==> config.mk <==
export PLATFORM = sky130hd
export DESIGN_NAME = lock_scoreboard
export DESIGN_NICKNAME = d
export VERILOG_FILES = /design/src/rtl/lock_scoreboard.sv
export SDC_FILE = /design/constraint.sdc
export NUM_CORES = 1
export LEC_CHECK = 0
export ABC_AREA = 1
export BUFFER_PORTS_ARGS = -buffer_cell sky130_fd_sc_hd__clkbuf_2
export CAP_MARGIN = 20
export CORE_ASPECT_RATIO = 1.4
export CORE_MARGIN = 2
export CORE_UTILIZATION = 60
export DETAILED_ROUTE_END_ITERATION = 6
export HOLD_SLACK_MARGIN = 0.05
export PLACE_DENSITY = 0.78
export SKIP_CTS_REPAIR_TIMING = 1
export SLEW_MARGIN = 20
export SYNTH_ARGS = -nofsm -noshare
export SYNTH_HDL_FRONTEND = slang
export SYNTH_SLANG_ARGS = --single-unit
==> constraint.sdc <==
create_clock -name clk -period 3.55 [get_ports clk]
set_input_delay 0.1775 -clock clk [delete_from_list [all_inputs] [get_ports clk]]
set_output_delay 0.1775 -clock clk [all_outputs]
set_load 0.05 [all_outputs]
==> src/rtl/lock_scoreboard.sv <==
module lock_scoreboard #(
  parameter int NREG = 32,
  parameter int CW   = 3,
  localparam int AW  = $clog2(NREG)
) (
  input  logic          clk,
  input  logic          rst_n,
  input  logic          iss_valid,
  input  logic [AW-1:0] iss_src_a,
  input  logic [AW-1:0] iss_src_b,
  input  logic          iss_dst_en,
  input  logic [AW-1:0] iss_dst,
  input  logic          ret_valid,
  input  logic [AW-1:0] ret_dst,
  output logic          stall
);
  logic [NREG-1:0][CW-1:0] cnt_q;
  logic busy_a, busy_b, claim, drop;

  assign busy_a = (iss_src_a != '0) && (cnt_q[iss_src_a] != '0);
  assign busy_b = (iss_src_b != '0) && (cnt_q[iss_src_b] != '0);
  assign stall  = iss_valid && (busy_a || busy_b);
  assign claim  = iss_valid && !stall && iss_dst_en && (iss_dst != '0);
  assign drop   = ret_valid && (ret_dst != '0);

  for (genvar i = 0; i < NREG; i++) begin : g_reg
    if (i == 0) begin : g_zero
      assign cnt_q[i] = '0;
    end else begin : g_cnt
      logic [CW-1:0] cnt_r;
      logic up, dn;
      assign up = claim && (iss_dst == AW'(i));
      assign dn = drop && (ret_dst == AW'(i));
      always_ff @(posedge clk) begin
        if (!rst_n)         cnt_r <= '0;
        else if (up && !dn) cnt_r <= cnt_r + 1'b1;
        else if (dn && !up) cnt_r <= cnt_r - 1'b1;
      end
      assign cnt_q[i] = cnt_r;
    end
  end
endmodule

==> results.env, run 1 <==
CRITICALPATHCATEGORY='register to register'
SYNTH_TOP_CELL_BY_AREA='sky130_fd_sc_hd__dfxtp_1'
ENDPOINT_REQUIRED_TIME_ON_THE_CRITICAL_PATH_PS=3790
YS.WARNINGS.COUNT=0
DRT_PRE_ANTENNA_ITERS=6
RUN_STATUS='finished, final reports clean'
WIRE_PER_INST_UM=15.1
GRT_ANTENNA_BEFORE_REPAIR=0
CTS_NUM_SINKS=93
TIMING.FINAL.CRIT_SHARE=0.860
SYN_INST=949
FINALCOREUTILIZATION=0.664
P_TOTAL_mW=2.52
CRIT_PATH_FREQUENT_CELL='sky130_fd_sc_hd__nand2_1'
POST-ROUTE-WORST-SETUP-SLACK_PS=498
FLIP_FLOP_COUNT_OF_THE_LARGEST_REGISTER_ALL_COPIES_AND_WORDS_ADDED=93
FIN_WORST_SKEW_PS=6.63
REGTOREGSETUPSLACK_PS=500
CRIT_PATH_CELL_TRACE='nor2_1 -> nand2_1 -> nand3_1 -> nand2_1 -> inv_1 -> nand2_1 -> nand2_1 -> nand2_1 -> nand3_1 -> nand2_1 -> nor2_4 -> nand2_4 -> buf_4 -> nor2_4 -> ha_1 -> inv_1 -> fa_1 -> a21oi_1 -> o21ai_0 -> o21ai_0 -> a21oi_1'
FLOORPLAN.DIE.HEIGHT_UM=130
SYNTHESIS.NETS=1036
YOSYSSEQAREASHARE=0.276
DP_HPWL_MM=12.1
FIN_WORST_HOLD_SLACK_PS=464
CLK_PIN_SLEW_WORST_PATHS_PS=70
ROWS=45
DRTITER0DRC=566
RR_STARTPOINT='g_reg[22].g_cnt.cnt_r[1]'
AREA.GROWTH.SYNTH_TO_FINAL_PCT=7.37
WORST_HOLD_STARTPOINT='g_reg[22].g_cnt.cnt_r[2]'
MAX_SLEW.WORST_PIN.SLEW_PS=951
VIA_COUNT=6309
SYNTH_TOP_CELL_AREA_SHARE=0.276
PLACEMENT.SETUP.WORST_SLACK_PS=342
PLACED_AREA_UM2=6920
INSTANCE_COUNT_AFTER_PLACEMENT_WITH_TAP_CELLS_INCLUDED=1094
LEAKAGE_POWER_nW=2.70
FP.COREAREA_UM2=10900
MIN_PATH_CELLS=2
GR-USAGE-ALL-LAYERS=0.291
CRIT_PATH_MAX_FANOUT=16
REPORT.FINAL.HOLD_VIOL_COUNT=0
HTREE_NUM_LEVELS=3
R2R-END='g_reg[13].g_cnt.cnt_r[2]'
SUMMED_NEGATIVE_SETUP_SLACK_OVER_ALL_ENDPOINTS_PS=0
ROUTE.DETAILED.DRC=0
STAGE_DELAY_OF_THE_SLOWEST_CELL_ON_THE_CRITICAL_PATH_PS=390
FMAX_MHz=328
VIA_COUNT_OF_THE_FIRST_GLOBAL_ROUTING_PASS=5844
NUMPORTBUFFERS=25
FILLERS=1005
R2R_CELLS=21
CP_NUM_BUF_INV=3
POWER_PER_CELL_AREA_nW_PER_UM2=347
ARRIVAL_PS=3290
AREA.SEQUENTIAL_UM2=1860
DRT-TOTAL-WL_MM=16.8
ANTENNA_CELLS=0
GRT_MAX_DEGREE=65
ROUTE.DETAILED.VIAS_PER_INST=5.69
FINAL_ANTENNA_NET_COUNT=0
CRITPATHSLOWESTCELL='sky130_fd_sc_hd__fa_1'
SLEW_VIOL_FINAL=0
TRITONCTS='yes'
IOS=26
UNREPAIRED_SETUP_ENDPOINTS_AFTER_GLOBAL_ROUTING='no'
WORSTSKEWPAIRLATENCY_PS=350
GP_ROUTABILITY_CONGESTION=0.963
POST-ROUTE-CELL-AREA_UM2=7250
GR-TOTAL-OVERFLOW=0
WORSTHOLDPATHTYPE='register to register'
POST_ROUTE_CELLS_DRIVE_ABOVE_1_SHARE=0.0971
GRT_FIRST_PASS_WIRELENGTH_MM=27.8
MOSTFREQUENTLAYOUTCELLS='sky130_fd_sc_hd__inv_1, sky130_fd_sc_hd__a21oi_1, sky130_fd_sc_hd__nand2_1, sky130_fd_sc_hd__o21ai_0, sky130_fd_sc_hd__nand3_1'
YS_TYPES=29
LAYOUT_COMMONEST_CELL='sky130_fd_sc_hd__inv_1'
CTS_MADE_BUFFERS=9
SYNTH_ASYNC_SR_FLOP_SHARE=0
SYNTH-EDFF-COUNT=0
REG.LARGEST.LIST='g.g_cnt.cnt_r: 93 flops'
YOSYS_REGISTER_BITS=93
CTS_MAX_PATH_BUFFERS=2
DESIGN.FINAL.NETS=1051
POST_LAYOUT_NONFILLER_INSTANCES=1109
YS.FLOP_TYPE='sky130_fd_sc_hd__dfxtp_1'
IRDROPWORSTVDD_V=0.000259
DIE-WIDTH_UM=93.7
MULTI_INPUT_COMB_AREA_UM2=4090
CRITPATHCAPTURETYPE='register'
FP.DIEAREA_UM2=12100
FLOORPLAN.INITIALDENSITY=0.619
WORSTSETUPSTARTPOINTTYPE='register'
POSTSYNTHAREAPERCELL_UM2=7.12
FINAL-SETUP-VIOL-COUNT=0
FINAL.MIN_CLOCK_PERIOD_PS=3050
HOLD-PATH-ENDPOINT='g_reg[22].g_cnt.cnt_r[2]'
CTS_ROOT_BUFFER='sky130_fd_sc_hd__clkbuf_16'
POST_SYNTHESIS_CELL_AREA_UM2=6760
MAXCAPVIOLATIONS=0
CRITICAL_PATH.TOP_DELAY_FAMILY='simple AND/OR/NAND/NOR gates'
YOSYS-TOP-CELLS-AREA='sky130_fd_sc_hd__dfxtp_1, sky130_fd_sc_hd__a21oi_1, sky130_fd_sc_hd__o21ai_0'
MAXSLEWHEADROOM=0.366
TOP_REGISTER='g.g_cnt.cnt_r'
==> synth_stat cells, drive strengths merged (2+ instances only) <==
cell type,n
or2,3
nand4,6
buf,16
ha,31
clkbuf,16
nand2,133
nor2,81
a21oi,134
o21ai,129
inv,153
dfxtp,93
o211ai,3
a31oi,2
nand3b,8
fa,31
nand3,107
==> kinds of logic after synthesis <==
logic type               share of synthesized area
AO/OA/AOI/OAI                                0.201
adder cells (fa/ha/maj)                      0.149
buffers and inverters                        0.119
flip-flops                                   0.276
AND/OR/NAND/NOR                              0.255
==> area by class of cell <==
cell class,count,share of cell area
repair buffers,36,0.0286
inverters,153,0.0799
clock inverters,6,0.0154
multi-input cells,671,0.564
flip-flops and latches,93,0.257
well taps,141,0.0243
clock buffers,9,0.0310
==> worst register-to-register path, delay by kind of cell, from the launching register on <==
kind	cells	cell delay, ps
simple gates	12	1120
buf+inv	3	390
compound gates	4	540
fa+ha+maj	2	560
flops	1	340
==> per-layer routing <==
metal  part of all wire  GRT usage  up-vias
met2               0.49      0.493      227
met1               0.42      0.361     2866
met4              0.039      0.139        0
li1                   -          -     3157
met5                  0          0        -
met3              0.057     0.0430       59
==> worst max path at each step <==
stage | to | cells past startpoint | from | slack [ps]
finish | g_reg[13].g_cnt.cnt_r[2] | 21 | g_reg[22].g_cnt.cnt_r[1] | 500
global route | g_reg[12].g_cnt.cnt_r[2] | 21 | g_reg[18].g_cnt.cnt_r[0] | 180
CTS | g_reg[13].g_cnt.cnt_r[2] | 21 | g_reg[22].g_cnt.cnt_r[1] | 530
detailed placement | g_reg[7].g_cnt.cnt_r[2] | 22 | iss_src_a[0] | 340
global placement | g_reg[7].g_cnt.cnt_r[2] | 22 | iss_src_a[0] | 410
floorplan | g_reg[16].g_cnt.cnt_r[2] | 18 | g_reg[1].g_cnt.cnt_r[1] | 1020
==> power by group <==
group	total, mW	internal (mW)	switching [mW]	leakage (nW)
registers	1.07	1.06	0.0133	0.751
logic	0.336	0.103	0.233	1.79
clock network	1.11	0.686	0.422	0.162
total	2.52	1.85	0.667	2.70
No activity file was read; power rests on OpenSTA's default activity.
==> run 2, diff against run 1 <==
- CORE_UTILIZATION: 60 -> 63
- PLACE_DENSITY: 0.78 -> 0.81
==> results.env, run 2 (synthesized netlist as in run 1, its figures left out) <==
CTS_NUM_SINKS=93
TIMING.FINAL.CRIT_SHARE=0.887
FLOORPLAN.INITIALDENSITY=0.649
WORSTSKEWPAIRLATENCY_PS=350
CRIT_PATH_CELL_TRACE='inv_1 -> nand2_1 -> nand3_1 -> nand2_1 -> nor2_1 -> nand2_1 -> nand2_1 -> nand2_1 -> nand3_1 -> nand2_1 -> nor2_4 -> nand2_4 -> buf_12 -> nor2_4 -> ha_1 -> inv_1 -> fa_1 -> a21oi_1 -> o21ai_0 -> o21ai_0 -> a21oi_1'
HTREE_NUM_LEVELS=3
CRIT_PATH_FREQUENT_CELL='sky130_fd_sc_hd__nand2_1'
PLACEMENT.SETUP.WORST_SLACK_PS=329
NUMPORTBUFFERS=25
DIE-WIDTH_UM=91.5
HOLD-PATH-ENDPOINT='g_reg[18].g_cnt.cnt_r[2]'
POST-ROUTE-WORST-SETUP-SLACK_PS=400
FIN_WORST_SKEW_PS=8.64
ROWS=44
GRT_MAX_DEGREE=94
RR_STARTPOINT='g_reg[22].g_cnt.cnt_r[0]'
GRT_FIRST_PASS_WIRELENGTH_MM=28.1
ENDPOINT_REQUIRED_TIME_ON_THE_CRITICAL_PATH_PS=3780
MIN_PATH_CELLS=2
CTS_MAX_PATH_BUFFERS=2
MAXSLEWHEADROOM=0.457
FLOORPLAN.DIE.HEIGHT_UM=127
SLEW_VIOL_FINAL=0
FLIP_FLOP_COUNT_OF_THE_LARGEST_REGISTER_ALL_COPIES_AND_WORDS_ADDED=93
TOP_REGISTER='g.g_cnt.cnt_r'
GP_ROUTABILITY_CONGESTION=0.921
REGTOREGSETUPSLACK_PS=400
GR-USAGE-ALL-LAYERS=0.302
FP.COREAREA_UM2=10400
POST_ROUTE_CELLS_DRIVE_ABOVE_1_SHARE=0.101
VIA_COUNT=6398
WORST_HOLD_STARTPOINT='g_reg[18].g_cnt.cnt_r[2]'
FP.DIEAREA_UM2=11600
SUMMED_NEGATIVE_SETUP_SLACK_OVER_ALL_ENDPOINTS_PS=0
R2R-END='g_reg[21].g_cnt.cnt_r[2]'
IRDROPWORSTVDD_V=0.000274
MOSTFREQUENTLAYOUTCELLS='sky130_fd_sc_hd__inv_1, sky130_fd_sc_hd__a21oi_1, sky130_fd_sc_hd__nand2_1, sky130_fd_sc_hd__o21ai_0, sky130_fd_sc_hd__nand3_1'
ROUTE.DETAILED.VIAS_PER_INST=5.77
R2R_CELLS=21
AREA.SEQUENTIAL_UM2=1860
FILLERS=909
DRT_PRE_ANTENNA_ITERS=5
MAX_SLEW.WORST_PIN.SLEW_PS=812
CRIT_PATH_MAX_FANOUT=13
POWER_PER_CELL_AREA_nW_PER_UM2=343
TRITONCTS='yes'
IOS=26
LEAKAGE_POWER_nW=2.72
CRITICALPATHCATEGORY='register to register'
UNREPAIRED_SETUP_ENDPOINTS_AFTER_GLOBAL_ROUTING='no'
DP_HPWL_MM=12.1
LAYOUT_COMMONEST_CELL='sky130_fd_sc_hd__inv_1'
FMAX_MHz=317
DESIGN.FINAL.NETS=1053
MULTI_INPUT_COMB_AREA_UM2=4100
VIA_COUNT_OF_THE_FIRST_GLOBAL_ROUTING_PASS=6069
CTS_MADE_BUFFERS=9
MAXCAPVIOLATIONS=0
FINAL.MIN_CLOCK_PERIOD_PS=3150
CTS_ROOT_BUFFER='sky130_fd_sc_hd__clkbuf_16'
WIRE_PER_INST_UM=15.3
CRITPATHCAPTURETYPE='register'
ROUTE.DETAILED.DRC=0
AREA.GROWTH.SYNTH_TO_FINAL_PCT=7.74
WORSTHOLDPATHTYPE='register to register'
WORSTSETUPSTARTPOINTTYPE='register'
ARRIVAL_PS=3380
DRT-TOTAL-WL_MM=16.9
REG.LARGEST.LIST='g.g_cnt.cnt_r: 93 flops'
CLK_PIN_SLEW_WORST_PATHS_PS=70
FINAL_ANTENNA_NET_COUNT=0
RUN_STATUS='finished, final reports clean'
CRITPATHSLOWESTCELL='sky130_fd_sc_hd__fa_1'
GR-TOTAL-OVERFLOW=0
GRT_ANTENNA_BEFORE_REPAIR=0
DRTITER0DRC=423
ANTENNA_CELLS=0
FINAL-SETUP-VIOL-COUNT=0
REPORT.FINAL.HOLD_VIOL_COUNT=0
STAGE_DELAY_OF_THE_SLOWEST_CELL_ON_THE_CRITICAL_PATH_PS=370
-- run 2: per-layer routing --
metal	track usage	wire length, µm	vias to the layer above
li1	-	-	3159
met1	0.382	6910	2925
met2	0.535	8460	265
met3	0.0321	1130	49
met4	0.0989	441	0
met5	0	0	-
-- run 2: per-stage QoR --
step | instances | utilization | hold WS (ps) | area (µm²) | power, mW
floorplan | 949 | - | 439 | 6760 | 1.34
global placement | 1093 | 0.668 | 453 | 6950 | 1.42
detailed placement | 1093 | 0.668 | 457 | 6950 | 1.43
CTS | 1109 | 0.700 | 468 | 7280 | 2.50
global route | 1109 | 0.700 | 501 | 7280 | 2.58
finish | 1109 | 0.700 | 465 | 7280 | 2.50
-- run 2: worst max-delay path by stage --
stage                                   startpoint                        to  slack (ps)  cells past startpoint
final                     g_reg[22].g_cnt.cnt_r[0]  g_reg[21].g_cnt.cnt_r[2]         400                     21
after detailed placement              iss_src_b[0]  g_reg[21].g_cnt.cnt_r[2]         330                     22
after global routing      g_reg[18].g_cnt.cnt_r[0]   g_reg[1].g_cnt.cnt_r[2]         120                     21
after CTS                 g_reg[22].g_cnt.cnt_r[0]  g_reg[10].g_cnt.cnt_r[2]         440                     21
after floorplan            g_reg[1].g_cnt.cnt_r[1]  g_reg[16].g_cnt.cnt_r[2]        1020                     18
after global placement                iss_src_b[0]  g_reg[11].g_cnt.cnt_r[2]         410                     22
-- run 2: final cells by class --
type                    count  share of cell area
repair buffers             38              0.0323
inverters                 153              0.0796
clock inverters             6              0.0129
clock buffers              10              0.0328
multi-input cells         671               0.563
flip-flops and latches     93               0.256
well taps                 138              0.0237
-- run 2: critical path: cells and delay by family (launching register included) --
family | cells | cell delay [ps]
buffers and inverters | 3 | 460
flip-flops | 1 | 330
adder cells (fa/ha/maj) | 2 | 530
AND/OR/NAND/NOR | 12 | 1140
AO/OA/AOI/OAI | 4 | 560
-- run 2: where the power goes --
group	switching [mW]	total (mW)	internal (mW)
sequential	0.0130	1.07	1.06
combinational	0.236	0.342	0.107
clock	0.438	1.08	0.643
total	0.687	2.50	1.81
